`src/rtl/ser_tx_pkg.sv`:
```
package ser_tx_pkg;

    typedef enum logic {
        ST_IDLE  = 1'b0,
        ST_SHIFT = 1'b1
    } tx_state_e;

endpackage

```
`src/rtl/ser_tx_clkgen.sv`:
```
// Serial clock generator: phase counter over one bit period.
module ser_tx_clkgen #(
    parameter int DIV = 4
) (
    input  logic clk,
    input  logic rst,
    input  logic start,
    input  logic active,
    output logic sclk,
    output logic rise_tick
);
    localparam int HALF = DIV / 2;
    localparam int PW   = (DIV > 2) ? $clog2(DIV) : 1;

    typedef struct packed {
        logic [PW-1:0] phase;
        logic          sclk;
    } clk_regs_t;

    clk_regs_t cg_d, cg_q;

    // The last phase of a bit period is followed by a rising edge.
    assign rise_tick = active && (cg_q.phase == PW'(DIV - 1));

    always_comb begin
        cg_d = cg_q;
        if (start) begin
            cg_d.phase = '0;
        end else if (active) begin
            cg_d.phase = (cg_q.phase == PW'(DIV - 1)) ? '0 : cg_q.phase + 1'b1;
        end else begin
            cg_d.phase = '0;
        end
        // High half first, so sclk stays high across the start edge.
        cg_d.sclk = (cg_d.phase < PW'(HALF));
    end

    always_ff @(posedge clk) begin
        if (rst) begin
            cg_q.phase <= '0;
            cg_q.sclk  <= 1'b1;
        end else begin
            cg_q <= cg_d;
        end
    end

    assign sclk = cg_q.sclk;
endmodule

```
`src/rtl/ser_tx_shreg.sv`:
```
// Frame word shift register: loaded on start, shifted on each rising sclk.
module ser_tx_shreg #(
    parameter int ADDR_W = 3,
    parameter int RES_W  = 12
) (
    input  logic              clk,
    input  logic              rst,
    input  logic              load,
    input  logic              shift,
    input  logic [ADDR_W-1:0] addr,
    input  logic [RES_W-1:0]  result,
    output logic              msb
);
    localparam int FW = 1 + ADDR_W + RES_W;

    logic [FW-1:0] word_d, word_q;

    always_comb begin
        word_d = word_q;
        if (load) begin
            word_d = {1'b0, addr, result};
        end else if (shift) begin
            word_d = {word_q[FW-2:0], 1'b0};
        end
    end

    always_ff @(posedge clk) begin
        if (rst) begin
            word_q <= '0;
        end else begin
            word_q <= word_d;
        end
    end

    assign msb = word_q[FW-1];
endmodule

```
`src/rtl/ser_tx_seq.sv`:
```
// Frame sequencer: accepts starts, counts rising edges, ends the frame.
module ser_tx_seq
    import ser_tx_pkg::*;
#(
    parameter int FRAME_BITS = 16
) (
    input  logic clk,
    input  logic rst,
    input  logic conv_done,
    input  logic ext_clk_sel,
    input  logic rise_tick,
    output logic load,
    output logic active,
    output logic frame_n,
    output logic oe,
    output logic busy
);
    localparam int BW = (FRAME_BITS > 2) ? $clog2(FRAME_BITS) : 1;

    typedef struct packed {
        tx_state_e     state;
        logic [BW-1:0] bit_cnt;
        logic          frame_n;
        logic          oe;
    } seq_regs_t;

    seq_regs_t sq_d, sq_q;
    logic      last_bit;

    assign load     = (sq_q.state == ST_IDLE) && conv_done && !ext_clk_sel;
    assign last_bit = (sq_q.bit_cnt == BW'(FRAME_BITS - 1));

    always_comb begin
        sq_d = sq_q;
        unique case (sq_q.state)
            ST_IDLE: begin
                if (load) begin
                    sq_d.state   = ST_SHIFT;
                    sq_d.bit_cnt = '0;
                    sq_d.frame_n = 1'b0;
                    sq_d.oe      = 1'b1;
                end
            end
            ST_SHIFT: begin
                if (rise_tick) begin
                    if (last_bit) begin
                        sq_d.state   = ST_IDLE;
                        sq_d.bit_cnt = '0;
                        sq_d.frame_n = 1'b1;
                        sq_d.oe      = 1'b0;
                    end else begin
                        sq_d.bit_cnt = sq_q.bit_cnt + 1'b1;
                    end
                end
            end
            default: sq_d.state = ST_IDLE;
        endcase
    end

    always_ff @(posedge clk) begin
        if (rst) begin
            sq_q.state   <= ST_IDLE;
            sq_q.bit_cnt <= '0;
            sq_q.frame_n <= 1'b1;
            sq_q.oe      <= 1'b0;
        end else begin
            sq_q <= sq_d;
        end
    end

    assign active  = (sq_q.state == ST_SHIFT);
    assign busy    = active;
    assign frame_n = sq_q.frame_n;
    assign oe      = sq_q.oe;
endmodule

```
`src/rtl/ser_result_tx.sv`:
```
// Top: self-clocked serial result transmitter.
module ser_result_tx #(
    parameter int DIV    = 4,
    parameter int ADDR_W = 3,
    parameter int RES_W  = 12
) (
    input  logic              clk,
    input  logic              rst,
    input  logic              ext_clk_sel,
    input  logic              conv_done,
    input  logic [ADDR_W-1:0] chan_addr,
    input  logic [RES_W-1:0]  conv_result,
    output logic              sclk,
    output logic              frame_n,
    output logic              sdo,
    output logic              sdo_oe,
    output logic              busy
);
    localparam int FRAME_BITS = 1 + ADDR_W + RES_W;

    logic load, active, rise_tick, word_msb;

    ser_tx_seq #(.FRAME_BITS(FRAME_BITS)) u_seq (
        .clk         (clk),
        .rst         (rst),
        .conv_done   (conv_done),
        .ext_clk_sel (ext_clk_sel),
        .rise_tick   (rise_tick),
        .load        (load),
        .active      (active),
        .frame_n     (frame_n),
        .oe          (sdo_oe),
        .busy        (busy)
    );

    ser_tx_clkgen #(.DIV(DIV)) u_clkgen (
        .clk       (clk),
        .rst       (rst),
        .start     (load),
        .active    (active),
        .sclk      (sclk),
        .rise_tick (rise_tick)
    );

    ser_tx_shreg #(.ADDR_W(ADDR_W), .RES_W(RES_W)) u_shreg (
        .clk    (clk),
        .rst    (rst),
        .load   (load),
        .shift  (rise_tick),
        .addr   (chan_addr),
        .result (conv_result),
        .msb    (word_msb)
    );

    // Released driver modelled as a quiet zero.
    assign sdo = sdo_oe ? word_msb : 1'b0;
endmodule

```
`config.mk`:
```
export PLATFORM = sky130hd
export DESIGN_NAME = ser_result_tx
export DESIGN_NICKNAME = d
export VERILOG_FILES = /design/src/rtl/ser_tx_pkg.sv /design/src/rtl/ser_tx_clkgen.sv /design/src/rtl/ser_tx_shreg.sv /design/src/rtl/ser_tx_seq.sv /design/src/rtl/ser_result_tx.sv
export SDC_FILE = /design/constraint.sdc
export NUM_CORES = 1
export LEC_CHECK = 0
export ABC_AREA = 1
export BUFFER_PORTS_ARGS = -buffer_cell sky130_fd_sc_hd__buf_2
export CAP_MARGIN = 20
export CORE_MARGIN = 5
export CORE_UTILIZATION = 49
export CTS_BUF_LIST = sky130_fd_sc_hd__clkbuf_16
export CTS_CLUSTER_SIZE = 24
export DETAILED_ROUTE_END_ITERATION = 12
export PLACE_DENSITY = 0.72
export SETUP_SLACK_MARGIN = 0.1
export SYNTH_ARGS = -nofsm -noshare
export SYNTH_HDL_FRONTEND = slang
export SYNTH_SLANG_ARGS = --single-unit
```
`constraint.sdc`:
```
create_clock -name clk -period 2.4 [get_ports clk]
set_input_delay 0.48 -clock clk [delete_from_list [all_inputs] [get_ports clk]]
set_output_delay 0.48 -clock clk [all_outputs]
set_load 0.005 [all_outputs]
```
==> results of run 1 <==
## path summary, 6_finish.rpt
kind | slack, ps | to | depth (start not counted) | start
min reg2reg | 440 | u_clkgen.cg_q[1] | 1 | u_clkgen.cg_q[1]
max reg2reg | 1060 | u_seq.sq_q[4] | 6 | u_seq.active
max | 990 | u_shreg.word_q[5] | 7 | conv_done
min | 440 | u_clkgen.cg_q[1] | 1 | u_clkgen.cg_q[1]
## report_power, final
group          internal (mW)  switching [mW]  total (mW)  leakage (nW)
registers              0.448         0.00950       0.458         0.212
logic                 0.0328          0.0499      0.0828         0.457
clock network          0.332           0.148       0.480        0.0511
total                  0.813           0.207        1.02         0.720
## metrics by stage
step                 util  hold WS (ps)  setup WS [ps]  cells  cell area, µm²
floorplan               -           407           1210    182            1230
global placement    0.551           418            834    229            1340
detailed placement  0.551           426            736    229            1340
CTS                 0.594           436           1010    233            1450
global route        0.594           444            826    233            1450
finish              0.594           437            991    233            1450
## worst max-delay path: stages
cell	delay (ps)
buf_2	110
inv_1	40
nor2_1	590
nand3_1	160
nand2_1	110
nor2_1	50
nor2_1	70
## metal layers
layer	vias to the layer above	wire length [µm]	GRT usage
li1	598	-	-
met1	486	1160	0.179
met2	18	1070	0.252
met3	4	130	0.0346
met4	0	28	0.0570
met5	-	0	0
## placed cells by master (no fill, tap or decap)
| cell | synthesis | layout |
|---|---|---|
| o21ai_0 | 1 | 1 |
| nor4_1 | 1 | 1 |
| bufinv_16 | 0 | 1 |
| nand4_1 | 1 | 1 |
| clkbuf_16 | 0 | 3 |
| buf_2 | 2 | 23 |
| inv_1 | 25 | 25 |
| or2_2 | 1 | 1 |
| nor2_1 | 44 | 44 |
| nand2_4 | 2 | 2 |
| dfxtp_1 | 26 | 26 |
| nand2_1 | 40 | 40 |
| ha_1 | 2 | 2 |
| inv_2 | 2 | 2 |
| nand3_1 | 20 | 20 |
| nand3_4 | 1 | 1 |
| a211oi_2 | 1 | 1 |
| nor2_2 | 1 | 1 |
| o21a_1 | 1 | 1 |
| a21oi_1 | 7 | 7 |
## logic make-up after synthesis
logic type                 Yosys count  synth area share
buffers and inverters               33             0.115
and+or+nand+nor                    111             0.391
AOI/OAI and AO/OA                   10            0.0489
adders and majority gates            2            0.0204
DFF                                 26             0.424
## flip-flops by register name (all words and copies together), names as in the netlist
signal          count
u_clkgen.cg_q       2
u_clkgen.sclk       1
u_seq.active        1
u_seq.frame_n       1
u_seq.oe            1
u_seq.sq_q          4
u_shreg.word_q     16
## area by class of cell
| cell class | count | area (µm²) | share of cell area |
|---|---|---|---|
| multi-input cells | 123 | 566 | 0.391 |
| flip-flops and latches | 26 | 520 | 0.360 |
| repair buffers | 23 | 115 | 0.0797 |
| inverters | 27 | 101 | 0.0701 |
| clock buffers | 3 | 75.1 | 0.0519 |
| well taps | 30 | 37.5 | 0.0260 |
| clock inverters | 1 | 30.0 | 0.0208 |
==> flow_metrics.env, run 1 <==
export IMPL_cts_resized=0
export IMPL_ys_flop_type="dfxtp_1"
export IMPL_path_clk_slew_ps=60
export IMPL_end_kind="register"
export IMPL_rsz0062_at_grt="false"
export IMPL_io_pins=24
export IMPL_critPathKind="in2reg"
export IMPL_wl_um=2390
export IMPL_synth_area_leaders="dfxtp_1 (42%), nor2_1 (13%), nand2_1 (12%)"
export IMPL_async_reset_ff_frac=0
export IMPL_die_h_um=60.1
export IMPL_tritoncts="built"
export IMPL_routabilityCongestion=0.765
export IMPL_hold_path_class="reg2reg"
export IMPL_drt_first_pass_iters=4
export IMPL_post_cts_buffers=0
export IMPL_hold_buffers=0
export IMPL_p_total_mw=1.02
export IMPL_worstPathRequired_ps=2600
export IMPL_vias=1106
export IMPL_tns_ps=0
export IMPL_synth_edff_count=0
export IMPL_core_um2=2430
export IMPL_synth_seq_cells=26
export IMPL_clockBufferDepth=2
export IMPL_powerDensity_nw_per_um2=706
export IMPL_fmax_mhz=710
export IMPL_crit_fanout=12
export IMPL_ys_warn_count=0
export IMPL_routed_via_density=4.75
export IMPL_dieArea_um2=3610
export IMPL_post_drt_wl_per_cell_um=10.3
export IMPL_worst_pin_slew_ps=781
export IMPL_grt_pass1_wl_um=4090
export IMPL_cts_root_buf="clkbuf_16"
export IMPL_grt_pass1_vias=989
export IMPL_fin_nets=225
export IMPL_syn_nets=203
export IMPL_first_iter_violations=33
export IMPL_setup_viol=0
export IMPL_postRouteAntennaNets=0
export IMPL_yosysSeqAreaShare=0.424
export IMPL_syn_inst=182
export IMPL_startpoint_type="input pin"
export IMPL_hpwl_um=1720
export IMPL_synth_top_area_frac=0.424
export IMPL_grt_ovfl_total=0
export IMPL_post_route_period_util=0.587
export IMPL_skew_ps=3.36
export IMPL_hold_viol=0
export IMPL_maxCapViolations=0
export IMPL_antenna_found_initial=0
export IMPL_area_growth_pct=17.7
export IMPL_period_minus_slack_ps=1410
export IMPL_initial_core_util=0.505
export IMPL_cp_data_arrival_time_ps=1610
export IMPL_syn_area_per_cell_um2=6.74
export IMPL_cts_sinks=26
export IMPL_status="completed"
export IMPL_grt_max_degree=24
export IMPL_yosysTopAreaCell="dfxtp_1"
export IMPL_remaining_drc_errors=0
export IMPL_maxSlewViolCount=0
export IMPL_diodes=0
export IMPL_place_port_buffers=23
export IMPL_nFillCells=224
export IMPL_drive_above_1_share=0.172
export IMPL_rows=18
export IMPL_htree_levels=1
export IMPL_yosysMostFrequentCell="nor2_1"
export IMPL_grt_total_usage=0.148
export IMPL_ir_worst_vdd_v=0.000334
export IMPL_clk_latency_ps=260
export IMPL_synth_area_um2=1230
export IMPL_timing_slew_headroom=0.477
export IMPL_die_x_um=60.1
export IMPL_yosys_top_cells_count="nor2_1 (44), nand2_1 (40), dfxtp_1 (26)"
export IMPL_p_leak_nw=0.720
export IMPL_synth_distinct_cells=20
export IMPL_cts_buffers=3
(Power assumes the default switching activity.)
==> run 2, diff against run 1 <==
--- a/config.mk
+++ b/config.mk
@@ -5,11 +5,11 @@
 export SDC_FILE = /design/constraint.sdc
 export NUM_CORES = 1
 export LEC_CHECK = 0
-export ABC_AREA = 1
+export ABC_AREA = 0
 export BUFFER_PORTS_ARGS = -buffer_cell sky130_fd_sc_hd__buf_2
 export CAP_MARGIN = 20
 export CORE_MARGIN = 5
-export CORE_UTILIZATION = 49
+export CORE_UTILIZATION = 46
 export CTS_BUF_LIST = sky130_fd_sc_hd__clkbuf_16
 export CTS_CLUSTER_SIZE = 24
 export DETAILED_ROUTE_END_ITERATION = 12
==> constraint.sdc (replaced) <==
create_clock -name clk -period 1.2 [get_ports clk]
set_input_delay 0.24 -clock clk [delete_from_list [all_inputs] [get_ports clk]]
set_output_delay 0.24 -clock clk [all_outputs]
set_load 0.005 [all_outputs]
==> run 2 against run 1 <==
Worst setup slack lost 950 ps. Hold slack lost 210 ps. Combinational power grew 140%. Cell area grew 7.6%. Register-to-register slack lost 1000 ps.
==> flow_metrics.env, run 2 <==
export IMPL_critPathKind="reg2reg"
export IMPL_fin_util=0.703
export IMPL_place_port_buffers=23
export IMPL_timing_slew_headroom=0.752
export IMPL_ir_worst_vdd_v=0.00101
export IMPL_synth_area_um2=1070
export IMPL_min_path_cells=3
export IMPL_skew_ps=3.03
export IMPL_grt_pass1_wl_um=4660
export IMPL_p_sw_frac=0.226
export IMPL_combPwrFrac=0.107
export IMPL_dieArea_um2=3380
export IMPL_clk_latency_ps=260
export IMPL_nFillCells=166
export IMPL_post_drt_wl_per_cell_um=17.1
export IMPL_synth_top_area_frac=0.488
export IMPL_ys_warn_count=0
export IMPL_pwr_share_seq=0.497
export IMPL_rows=17
export IMPL_yosysTopAreaCell="dfxtp_1"
export IMPL_first_iter_violations=33
export IMPL_r2r_end="u_seq.sq_q[5]"
export IMPL_yosys_top_cells_count="dfxtp_1 (26), a21oi_1 (21), nand3_1 (20)"
export IMPL_remaining_drc_errors=0
export IMPL_wl_um=3000
export IMPL_core_um2=2210
export IMPL_startpoint_type="register"
export IMPL_synth_edff_count=0
export IMPL_grt_pass1_vias=992
export IMPL_status="completed"
export IMPL_r2r_cells=3
export IMPL_path_clk_slew_ps=60
export IMPL_reg2reg_setup_slack_ps=40
export IMPL_fin_nets=170
export IMPL_rsz0062_at_grt="true"
export IMPL_grt_max_degree=21
export IMPL_crit_fanout=7
export IMPL_routed_via_density=6.06
export IMPL_die_h_um=58.1
export IMPL_min_from="conv_result[0]"
export IMPL_tritoncts="built"
export IMPL_postLayoutSetupSlackWorst_ps=36.7
export IMPL_fmax_mhz=860
export IMPL_period_minus_slack_ps=1160
export IMPL_post_place_ws_ps=-41.2
export IMPL_top_register="u_shreg.word_q"
export IMPL_io_pins=24
export IMPL_worstPathRequired_ps=1330
export IMPL_tns_ps=0
export IMPL_cts_root_buf="clkbuf_16"
export IMPL_routabilityCongestion=0.713
export IMPL_postRouteAntennaNets=0
export IMPL_worst_pin_slew_ps=372
export IMPL_hold_end="u_shreg.word_q[0]"
export IMPL_syn_area_per_cell_um2=9.19
export IMPL_powerDensity_nw_per_um2=1200
export IMPL_yosysMostFrequentCell="dfxtp_1"
export IMPL_yosysSeqAreaShare=0.488
export IMPL_die_x_um=58.1
export IMPL_diodes=0
export IMPL_drt_first_pass_iters=4
export IMPL_hold_buffers=0
export IMPL_clockPowerShare=0.396
export IMPL_setup_viol=0
export IMPL_reg2reg_from="u_seq.active"
export IMPL_synth_area_leaders="dfxtp_1 (49%), a21oi_1 (9.9%), a22oi_1 (9.9%)"
export IMPL_maxCapViolations=0
export IMPL_hold_viol=0
export IMPL_post_route_period_util=0.969
export IMPL_end_kind="register"
export IMPL_cp_data_arrival_time_ps=1300
export IMPL_largest_reg_flops=16
export IMPL_syn_inst=116
export IMPL_intPower_mw=1.44
export IMPL_synth_distinct_cells=26
export IMPL_maxSlewViolCount=0
export IMPL_async_reset_ff_frac=0
export IMPL_cts_sinks=26
export IMPL_p_switching_mw=0.421
export IMPL_final_common_cell="buf_2"
export IMPL_largestRegisters="u_shreg.word_q (16), u_seq.sq_q (4), u_clkgen.cg_q (2)"
export IMPL_clockBufferDepth=2
export IMPL_hold_path_class="in2reg"
export IMPL_placed_cells=164
export IMPL_ys_flop_type="dfxtp_1"
export IMPL_synth_seq_cells=26
export IMPL_hpwl_um=1610
export IMPL_grt_total_usage=0.177
export IMPL_htree_levels=1
export IMPL_grt_ovfl_total=0
export IMPL_p_leak_nw=0.565
export IMPL_fin_cells=176
export IMPL_drive_above_1_share=0.527
export IMPL_syn_nets=137
export IMPL_mostFrequentLayoutCells="buf_2 (22), dfxtp_1 (21), a21oi_1 (19)"
export IMPL_area_growth_pct=45.9
export IMPL_cts_buffers=3
export IMPL_initial_core_util=0.482
export IMPL_vias=1067
export IMPL_antenna_found_initial=0
==> run 2: changes by cell type after synthesis, moves of 2 or more <==
cell      before  now
clkbuf_1       2    4
inv_2          2    0
nor2_1        44    0
nand2_1       40    4
inv_1         25    2
nand2_4        2    0
buf_4          0    2
a21oi_1        7   21
a22oi_1        0   14
and2_1         0    2
==> run 2: metrics by stage <==
step                instance area [µm²]  power, mW  hold WS, ps
floorplan                          1190       1.04          380
global placement                   1320       1.09          420
detailed placement                 1320       1.10          428
CTS                                1480       1.84          225
global route                       1560       1.93          225
finish                             1560       1.86          225
==> run 2: logic make-up (layout without fill, tap and decap cells) <==
| family | after synthesis | in the layout | share of synthesized area |
|---|---|---|---|
| buf+inv | 12 | 38 | 0.0657 |
| flops | 26 | 26 | 0.488 |
| compound gates | 41 | 41 | 0.231 |
| mux | 1 | 1 | 0.00939 |
| fa+ha+maj | 2 | 2 | 0.0235 |
| simple gates | 34 | 40 | 0.182 |
==> run 2: layout make-up <==
| class | count | area, µm² | area share |
|---|---|---|---|
| repair buffers | 32 | 213 | 0.137 |
| well taps | 28 | 35.0 | 0.0225 |
| multi-input cells | 84 | 692 | 0.445 |
| flip-flops and latches | 26 | 529 | 0.340 |
| inverters | 2 | 7.51 | 0.00483 |
| clock buffers | 3 | 75.1 | 0.0483 |
| clock inverters | 1 | 3.75 | 0.00241 |
==> run 2: power groups by stage <==
stage	clock network [mW]	registers, mW	logic (mW)
6_report	0.739	0.927	0.199
5_1_grt	0.784	0.930	0.218
4_1_cts	0.741	0.925	0.179
3_5_place_dp	0	0.940	0.160
3_3_place_gp	0	0.939	0.156
2_1_floorplan	0	0.938	0.0990
==> run 2: repair_timing <==
action                                  4_1_cts  5_1_grt
gates resized for setup                      13       14
pin swaps                                     7        6
cloned                                        4        2
buffers inserted                              0        2
endpoints found under the hold margin         0        0
endpoints found under the setup margin       24       24
==> run 2: how the worst max path moves through the flow <==
stage,to,cells past startpoint,startpoint
5_1_grt,u_shreg.word_q[15],5,u_clkgen.cg_q[1]
3_3_place_gp,u_seq.sq_q[5],4,ext_clk_sel
2_1_floorplan,u_shreg.word_q[10],6,u_clkgen.cg_q[1]
3_5_place_dp,u_seq.sq_q[5],4,u_clkgen.cg_q[2]
4_1_cts,u_seq.sq_q[4],3,u_seq.active
6_report,u_seq.sq_q[5],3,u_seq.active
==> run 2: per-layer routing <==
layer	share of wire	vias up	track usage	wire, µm
met5	0	-	0	0
li1	-	500	-	-
met2	0.49	37	0.281	1480
met4	0.024	0	0.0662	72
met1	0.42	521	0.233	1270
met3	0.059	9	0.0423	177
==> run 2: worst max-delay path, cell delays in order, from the launching register on <==
cell and delay, ps:
dfxtp_4 380, or3b_4 440, nand3_1 130, a31oi_1 90
